## config.mk

```make
export PLATFORM = sky130hd
export DESIGN_NAME = ret_sel_validator
export DESIGN_NICKNAME = d
export VERILOG_FILES = /design/src/rtl/rsv_pkg.sv /design/src/rtl/rsv_code_stage.sv /design/src/rtl/rsv_stack_stage.sv /design/src/rtl/ret_sel_validator.sv
export SDC_FILE = /design/constraint.sdc
export NUM_CORES = 1
export LEC_CHECK = 0
export BUFFER_PORTS_ARGS = -buffer_cell sky130_fd_sc_hd__buf_2
export CORE_ASPECT_RATIO = 0.6
export CORE_UTILIZATION = 45
export CTS_CLUSTER_DIAMETER = 100
export DETAILED_ROUTE_END_ITERATION = 8
export HOLD_SLACK_MARGIN = 0.08
export PLACE_DENSITY_LB_ADDON = 0.05
export SLEW_MARGIN = 0
export SYNTH_ARGS = -nofsm -noshare
export SYNTH_HDL_FRONTEND = slang
export SYNTH_HIERARCHICAL = 1
export SYNTH_SLANG_ARGS = --single-unit
```

## constraint.sdc

```tcl
create_clock -name clk -period 2.6 [get_ports clk]
set_input_delay 0.52 -clock clk [delete_from_list [all_inputs] [get_ports clk]]
set_output_delay 0.52 -clock clk [all_outputs]
set_load 0.005 [all_outputs]
```

## src/rtl/rsv_pkg.sv

```systemverilog
package rsv_pkg;

    typedef enum logic [1:0] {
        FK_NONE = 2'd0,
        FK_GP   = 2'd1,
        FK_NP   = 2'd2,
        FK_TS   = 2'd3
    } fault_kind_e;

    typedef enum logic [1:0] {
        ST_IDLE  = 2'd0,
        ST_CODE  = 2'd1,
        ST_STACK = 2'd2
    } stage_e;

    // busy task-segment descriptor types accepted on a back-link
    localparam logic [3:0] TSS16_BUSY = 4'h3;
    localparam logic [3:0] TSS32_BUSY = 4'hB;

    localparam int RPL_W = 2;

endpackage

```

## src/rtl/rsv_code_stage.sv

```systemverilog
module rsv_code_stage
    import rsv_pkg::*;
#(
    parameter int SEL_W = 16
) (
    input  logic                task_mode,
    input  logic                wide_pop,
    input  logic [RPL_W-1:0]    cpl,
    input  logic [SEL_W-1:0]    sel,
    input  logic                lim_err,
    input  logic                dvalid,
    input  logic                dseg,
    input  logic [3:0]          dtype,
    input  logic                dpresent,
    output logic                fail,
    output fault_kind_e         kind,
    output logic [SEL_W-1:0]    ecode,
    output logic                go_stack
);
    localparam int TI_BIT = RPL_W;

    logic [SEL_W-1:0] sel_clr;
    logic             sel_null;
    logic [RPL_W-1:0] rpl;
    logic             busy_tss;

    assign sel_clr  = {sel[SEL_W-1:RPL_W], {RPL_W{1'b0}}};
    assign sel_null = (sel[SEL_W-1:RPL_W] == '0);
    assign rpl      = sel[RPL_W-1:0];
    assign busy_tss = (dtype == TSS16_BUSY) || (dtype == TSS32_BUSY);

    always_comb begin
        fail     = 1'b0;
        kind     = FK_NONE;
        ecode    = '0;
        go_stack = 1'b0;
        if (task_mode) begin
            if (sel[TI_BIT] || lim_err || !dvalid || dseg || !busy_tss) begin
                fail  = 1'b1;
                kind  = FK_TS;
                ecode = sel_clr;
            end else if (!dpresent) begin
                fail  = 1'b1;
                kind  = FK_NP;
                ecode = sel_clr;
            end
        end else begin
            if (sel_null) begin
                fail = 1'b1;
                kind = FK_GP;
            end else if (lim_err || (rpl < cpl)) begin
                fail  = 1'b1;
                kind  = FK_GP;
                ecode = sel_clr;
            end else begin
                go_stack = (rpl != cpl) || wide_pop;
            end
        end
    end

endmodule

```

## src/rtl/rsv_stack_stage.sv

```systemverilog
module rsv_stack_stage
    import rsv_pkg::*;
#(
    parameter int SEL_W = 16
) (
    input  logic [RPL_W-1:0]    code_rpl,
    input  logic                code_long,
    input  logic [SEL_W-1:0]    sel,
    input  logic                lim_err,
    input  logic                dvalid,
    input  logic                dseg,
    input  logic                dexec,
    input  logic                dwrite,
    input  logic [RPL_W-1:0]    ddpl,
    input  logic                dpresent,
    output fault_kind_e         kind,
    output logic [SEL_W-1:0]    ecode
);
    localparam logic [RPL_W-1:0] OUTER_RING = {RPL_W{1'b1}};

    logic [SEL_W-1:0] sel_clr;
    logic             sel_null;
    logic             bad_type;

    assign sel_clr  = {sel[SEL_W-1:RPL_W], {RPL_W{1'b0}}};
    assign sel_null = (sel[SEL_W-1:RPL_W] == '0);
    assign bad_type = !dvalid || !dseg || dexec || !dwrite;

    always_comb begin
        kind  = FK_NONE;
        ecode = '0;
        if (sel_null) begin
            if (!code_long || (code_rpl == OUTER_RING)) begin
                kind = FK_GP;
            end
        end else if ((sel[RPL_W-1:0] != code_rpl) || lim_err ||
                     bad_type || (ddpl != code_rpl)) begin
            kind  = FK_GP;
            ecode = sel_clr;
        end else if (!dpresent) begin
            kind  = FK_NP;
            ecode = sel_clr;
        end
    end

endmodule

```

## src/rtl/ret_sel_validator.sv

```systemverilog
module ret_sel_validator
    import rsv_pkg::*;
#(
    parameter int SEL_W = 16
) (
    input  logic             clk,
    input  logic             rst_n,
    input  logic             start,
    input  logic             task_mode,
    input  logic             wide_pop,
    input  logic [1:0]       cpl,
    input  logic [SEL_W-1:0] rc_sel,
    input  logic             rc_lim_err,
    input  logic             rc_valid,
    input  logic             rc_seg,
    input  logic [3:0]       rc_type,
    input  logic             rc_present,
    input  logic             rc_long,
    input  logic [SEL_W-1:0] rs_sel,
    input  logic             rs_lim_err,
    input  logic             rs_valid,
    input  logic             rs_seg,
    input  logic             rs_exec,
    input  logic             rs_write,
    input  logic [1:0]       rs_dpl,
    input  logic             rs_present,
    output logic             busy,
    output logic             done,
    output logic [1:0]       fault_kind,
    output logic [SEL_W-1:0] fault_code
);
    typedef struct packed {
        stage_e           stage;
        logic             task_m;
        logic             wide;
        logic [RPL_W-1:0] cpl;
        logic [SEL_W-1:0] csel;
        logic             c_lim;
        logic             c_valid;
        logic             c_seg;
        logic [3:0]       c_type;
        logic             c_pres;
        logic             c_long;
        logic [SEL_W-1:0] ssel;
        logic             s_lim;
        logic             s_valid;
        logic             s_seg;
        logic             s_exec;
        logic             s_write;
        logic [RPL_W-1:0] s_dpl;
        logic             s_pres;
        logic             done;
        fault_kind_e      kind;
        logic [SEL_W-1:0] code;
    } regs_t;

    localparam regs_t REGS_RST = '0;

    regs_t st_d, st_q;

    logic             cs_fail;
    fault_kind_e      cs_kind;
    logic [SEL_W-1:0] cs_code;
    logic             cs_go_stack;
    fault_kind_e      ss_kind;
    logic [SEL_W-1:0] ss_code;

    rsv_code_stage #(.SEL_W(SEL_W)) u_code (
        .task_mode (st_q.task_m),
        .wide_pop  (st_q.wide),
        .cpl       (st_q.cpl),
        .sel       (st_q.csel),
        .lim_err   (st_q.c_lim),
        .dvalid    (st_q.c_valid),
        .dseg      (st_q.c_seg),
        .dtype     (st_q.c_type),
        .dpresent  (st_q.c_pres),
        .fail      (cs_fail),
        .kind      (cs_kind),
        .ecode     (cs_code),
        .go_stack  (cs_go_stack)
    );

    rsv_stack_stage #(.SEL_W(SEL_W)) u_stack (
        .code_rpl  (st_q.csel[RPL_W-1:0]),
        .code_long (st_q.c_long),
        .sel       (st_q.ssel),
        .lim_err   (st_q.s_lim),
        .dvalid    (st_q.s_valid),
        .dseg      (st_q.s_seg),
        .dexec     (st_q.s_exec),
        .dwrite    (st_q.s_write),
        .ddpl      (st_q.s_dpl),
        .dpresent  (st_q.s_pres),
        .kind      (ss_kind),
        .ecode     (ss_code)
    );

    always_comb begin
        st_d      = st_q;
        st_d.done = 1'b0;
        case (st_q.stage)
            ST_IDLE: begin
                if (start) begin
                    st_d.stage   = ST_CODE;
                    st_d.task_m  = task_mode;
                    st_d.wide    = wide_pop;
                    st_d.cpl     = cpl;
                    st_d.csel    = rc_sel;
                    st_d.c_lim   = rc_lim_err;
                    st_d.c_valid = rc_valid;
                    st_d.c_seg   = rc_seg;
                    st_d.c_type  = rc_type;
                    st_d.c_pres  = rc_present;
                    st_d.c_long  = rc_long;
                    st_d.ssel    = rs_sel;
                    st_d.s_lim   = rs_lim_err;
                    st_d.s_valid = rs_valid;
                    st_d.s_seg   = rs_seg;
                    st_d.s_exec  = rs_exec;
                    st_d.s_write = rs_write;
                    st_d.s_dpl   = rs_dpl;
                    st_d.s_pres  = rs_present;
                end
            end
            ST_CODE: begin
                if (!cs_fail && cs_go_stack) begin
                    st_d.stage = ST_STACK;
                end else begin
                    st_d.stage = ST_IDLE;
                    st_d.done  = 1'b1;
                    st_d.kind  = cs_kind;
                    st_d.code  = cs_code;
                end
            end
            ST_STACK: begin
                st_d.stage = ST_IDLE;
                st_d.done  = 1'b1;
                st_d.kind  = ss_kind;
                st_d.code  = ss_code;
            end
            default: begin
                st_d.stage = ST_IDLE;
            end
        endcase
    end

    always_ff @(posedge clk) begin
        if (!rst_n) begin
            st_q <= REGS_RST;
        end else begin
            st_q <= st_d;
        end
    end

    assign busy       = (st_q.stage != ST_IDLE);
    assign done       = st_q.done;
    assign fault_kind = st_q.kind;
    assign fault_code = st_q.code;

endmodule

```

Word-level counts from Yosys, hierarchy flattened
Index checks and enable logic that the tools add are counted. Widths: inputs -> output; s select.

Muxes and demuxes: 30. Magnitude comparators: 1. Equal/unequal tests: 10. Reductions and logical operators: 29.

Operator list (number): $mux 16 (8); $mux 55 (1); $pmux 19 s2 (1); $logic_not 14->1 (2); $mux 19 (1); $mux 2 (8); $logic_or 1x1->1 (14); $mux 1 (10); $logic_not 1->1 (7); $ne 2x2->1 (3); $eq 2x2->1 const B (2); $eq 4x2->1 const B (1); $eq 4x4->1 const B (1); $ne 2x2->1 const B (2); $pmux 2 s2 (1); $reduce_and 2->1 (2); $reduce_bool 2->1 (2); $eq 2x1->1 const B (1); $logic_not 2->1 (1); $lt 2x2->1 (1); $logic_and 1x1->1 (1).

Register bits: 74. Input bits: 56. Word-level logic and storage cells: 92.

Logic depth before layout (Yosys ltp)
Word-level depth: 10. Depth in mapped cells: 10.

By module
Netlist, hierarchy kept.

By module, submodules not included: ret_sel_validator (area an instance 3080.5 um2, seq. area each 1481.4 um2, times used 1, cells an instance 356); rsv_code_stage (area an instance 357.8 um2, seq. area each 0.0 um2, times used 1, cells an instance 55); rsv_stack_stage (area an instance 245.2 um2, seq. area each 0.0 um2, times used 1, cells an instance 36).

Least setup slack after synthesis
Ideal clock, no wire load.

Kind: reg2reg. Start: register st_q[52] (netlist name). End: register st_q, in the netlist fault_code[10]. Buffers on the path: 2. Data required time: 2531 ps. Period minus slack after synthesis: 2160 ps. Setup slack: 440 ps. Cell stages (with the launch flop): 11. Arrival: 2091 ps. Cell sequence: dfxtp_1 > inv_1 > ha_1 > nand2b_1 > a21oi_1 > o2111a_1 > and3b_1 > buf_2 > clkbuf_1 > o211ai_1 > o21ai_1.

Elaborated cells on any way between the ends: 26. Those cells by class: order compare: 1; eq/ne: 4; mux: 13; reduce/logical: 8.

RTL lines: from (decl) (RTL line ret_sel_validator.sv:59) `regs_t st_d, st_q;`; from (signal assigned) (RTL line ret_sel_validator.sv:152) `st_q <= st_d;`; $lt 2x2->1 or $ne 2x2->1 (tied branches) (RTL line rsv_code_stage.sv:51, rsv_code_stage.sv:56); $logic_or 1x1->1 (on tied branches) (RTL line rsv_code_stage.sv:51, rsv_code_stage.sv:56); $mux 1 * (RTL line rsv_code_stage.sv:51) `end else if (lim_err || (rpl < cpl)) begin`; $mux 1 * (RTL line rsv_code_stage.sv:48) `if (sel_null) begin`; $mux 1 * (RTL line rsv_code_stage.sv:37) `if (task_mode) begin`; net cs_go_stack (RTL line ret_sel_validator.sv:64) `logic cs_go_stack;`; $logic_and 1x1->1 * (RTL line ret_sel_validator.sv:127) `if (!cs_fail && cs_go_stack) begin`; $ne 2x2->1 (no source line) *; $reduce_and 2->1 (no source line) *.

The timed path passes the listed nets; every way through them passes the cells marked *. The select of a mux whose other input is x is not followed. A chain may end at the register's enable or synchronous reset.

Worst setup path after layout
Start: register st_q[52] (netlist name). End: register st_q, in the netlist fault_code[2].

Word-level cells in the longest chain between the ends: 9. Elaborated cells on any way between the ends: 26. Those cells by class: order compare: 1; eq/ne: 4; mux: 13; reduce/logical: 8.

RTL lines: $lt 2x2->1 (RTL line rsv_code_stage.sv:51); $logic_or 1x1->1 (RTL line rsv_code_stage.sv:51); $mux 1 (RTL line rsv_code_stage.sv:51); $mux 1 (RTL line rsv_code_stage.sv:48); $mux 1 (RTL line rsv_code_stage.sv:37); net cs_fail (RTL line ret_sel_validator.sv:61) `logic cs_fail;`; $logic_not 1->1 (RTL line ret_sel_validator.sv:127); $logic_and 1x1->1 (RTL line ret_sel_validator.sv:127); $ne 2x2->1 (no source line); $reduce_and 2->1 (no source line).

The timed path passes the listed nets, and every way through them passes these cells. The select of a mux whose other input is x is not followed.

==> impl_metrics.toml <==
[run_status]
status = "finished clean"

[floorplan]
die-area_mm2 = 0.008483
die_w_um = 118.2
io_pins = 76
start_util_pct = 46.47
core_area_mm2 = 0.007851
die_y_um = 71.75
placementRows = 25

[placement]
gp_congestion = 0.7846
placed_cells = 580
placed_area_mm2 = 0.003900
place_ws_ns = 0.2593
port_buffers = 74
dpl.hpwl_um = 6411

[setup_path]
start_kind = "flip-flop"
end_kind = "flip-flop"
reg2reg_from = "st_q[52]"
required_ns = 2.80
crit_start = "st_q[52]"
worstPathArrival_ns = 2.55
path_class = "reg2reg"
reg2reg_slack_ns = 0.24
crit_fanout = 19

[cells_and_area]
fillCellCount = 809
diodes = 0
stdcell_count = 596
area_delta_synth_final_pct = 15.43
drive_gt1_share_pct = 21.11
nNetsFinal = 546
final_cell_area_mm2 = 0.004212

[grt]
track_usage_pct = 22.59
antenna_found_initial = 0
grt_pass1_vias = 2880
grt.overflow.total = 0
grt_pass1_wl_um = 14740
grt_max_degree = 73

[clocking]
h-tree-depth = 3
cts-root-buf = "clkbuf_16"
clk_latency_ns = 0.33
clk_pin_slew_ns = 0.06
cts_resized = 0
clk_path_buf_depth = 2
cts_buffers = 9
cts_num_sinks = 73
cts_hold_buffers = 0
post_cts_buffers = 0
cts_tree = "yes"

[power]
swShare_pct = 25.29
power_frac_comb_pct = 12.4
p_total_mw = 2.879
power_frac_clock_pct = 45.0
p_sw_mw = 0.7283
intPower_mw = 2.151
power_frac_seq_pct = 42.6
peakVddDrop_mv = 0.3191
p_leak_nw = 1.660
powerDensity_mw_per_mm2 = 683.7

[timing]
clock_skew_ns = 0.003902
timing.final.crit_share_pct = 90.67
setup_viol = 0
fin_crit_ns = 2.357
slew_headroom_pct = 49.73
tightest_slew_ns = 0.7541
finalMaxSlewViolations = 0
setup-tns-final_ns = 0
setup_ws_ns = 0.2427
rsz0062_at_grt = "no"
fmax_mhz = 424.2
hold_viol = 0

[job]
drv_cap = 0

[synth]
syn_avg_cell_area_um2 = 8.236
netlist_area_mm2 = 0.003648
yosys_warnings = 6
syn_inst = 443

[detailed_routing]
routed_via_density = 5.245
wl_met3_um = 615
wl_met2_um = 3516
vias = 3126
drc = 0
wl_per_cell_um = 15.37
ant_nets = 0
drtPass1Iterations = 4
wirelength_met1_um = 4958
drt_wl_total_um = 9162
drt-initial-drc-count = 139
routed.top_layer = "met4"

[worst_hold_path]
min-delay-start = "rc_sel[5]"
min_path_type = "in2reg"
layout by cell type (no fill, tap or decap), types with 3 or more instances in the layout:
master       n
o21ai_0      9
inv_1        6
a32oi_1     19
nor2b_1     14
nand2_1    126
clkinv_2     3
clkbuf_16    9
conb_1       4
o21ai_1     10
or3_1        4
buf_4        9
o2bb2ai_1   13
dfxtp_1     73
a21boi_0    54
o211ai_1    18
ha_1         7
buf_2       74
nor4_1       5
sequential cells by signal (all words and copies together), names as in the netlist:
register,flops
done,1
st_q,54
fault_code,16
fault_kind,2
layer usage:
metal / up-vias / GRT usage, %
met5: - / 0
met1: 1440 / 33.69
met3: 7 / 5.732
met4: 0 / 6.838
li1: 1595 / -
met2: 84 / 31.50
power by group through the flow:
stage                     logic (mW)  clock network (mW)  registers (mW)
after floorplan                0.256                   0            1.23
after global placement         0.350                   0            1.25
after detailed placement       0.357                   0            1.25
after CTS                      0.358                1.32            1.23
after global routing           0.404                1.37            1.23
final                          0.358                1.29            1.23
final cells by class:
class	count	area, um^2	area share [%]
flip-flops and latches	73	1461	34.70
multi-input cells	309	1839	43.67
clock buffers	10	229.0	5.437
repair buffers	83	437.9	10.40
inverters	7	26.28	0.6239
well taps	108	135.1	3.209
clock inverters	6	82.58	1.961
worst paths after layout:
| check | to | depth (start not counted) |
|---|---|---|
| worst max-delay path | fault_code[2] | 8 |
| worst min-delay path | st_q[57] | 3 |
| worst max register to register | fault_code[2] | 8 |
| worst min register to register | st_q[23] | 2 |
per-stage QoR:
stage	hold slack (ns)	utilization [%]
finish	0.4324	53.64
detailed placement	0.4563	49.67
CTS	0.4272	53.64
global placement	0.4477	49.67
global route	0.4426	53.64
floorplan	0.4382	-
critical path, stage by stage, from the launching register on:
cell and delay (ns):
dfxtp_1 0.40, inv_1 0.07, ha_1 0.17, nand2b_1 0.13, a21oi_1 0.25, a32oi_1 0.16
nand2b_1 0.51, a32oi_1 0.43, o21ai_0 0.11
(Power assumes the default switching activity.)
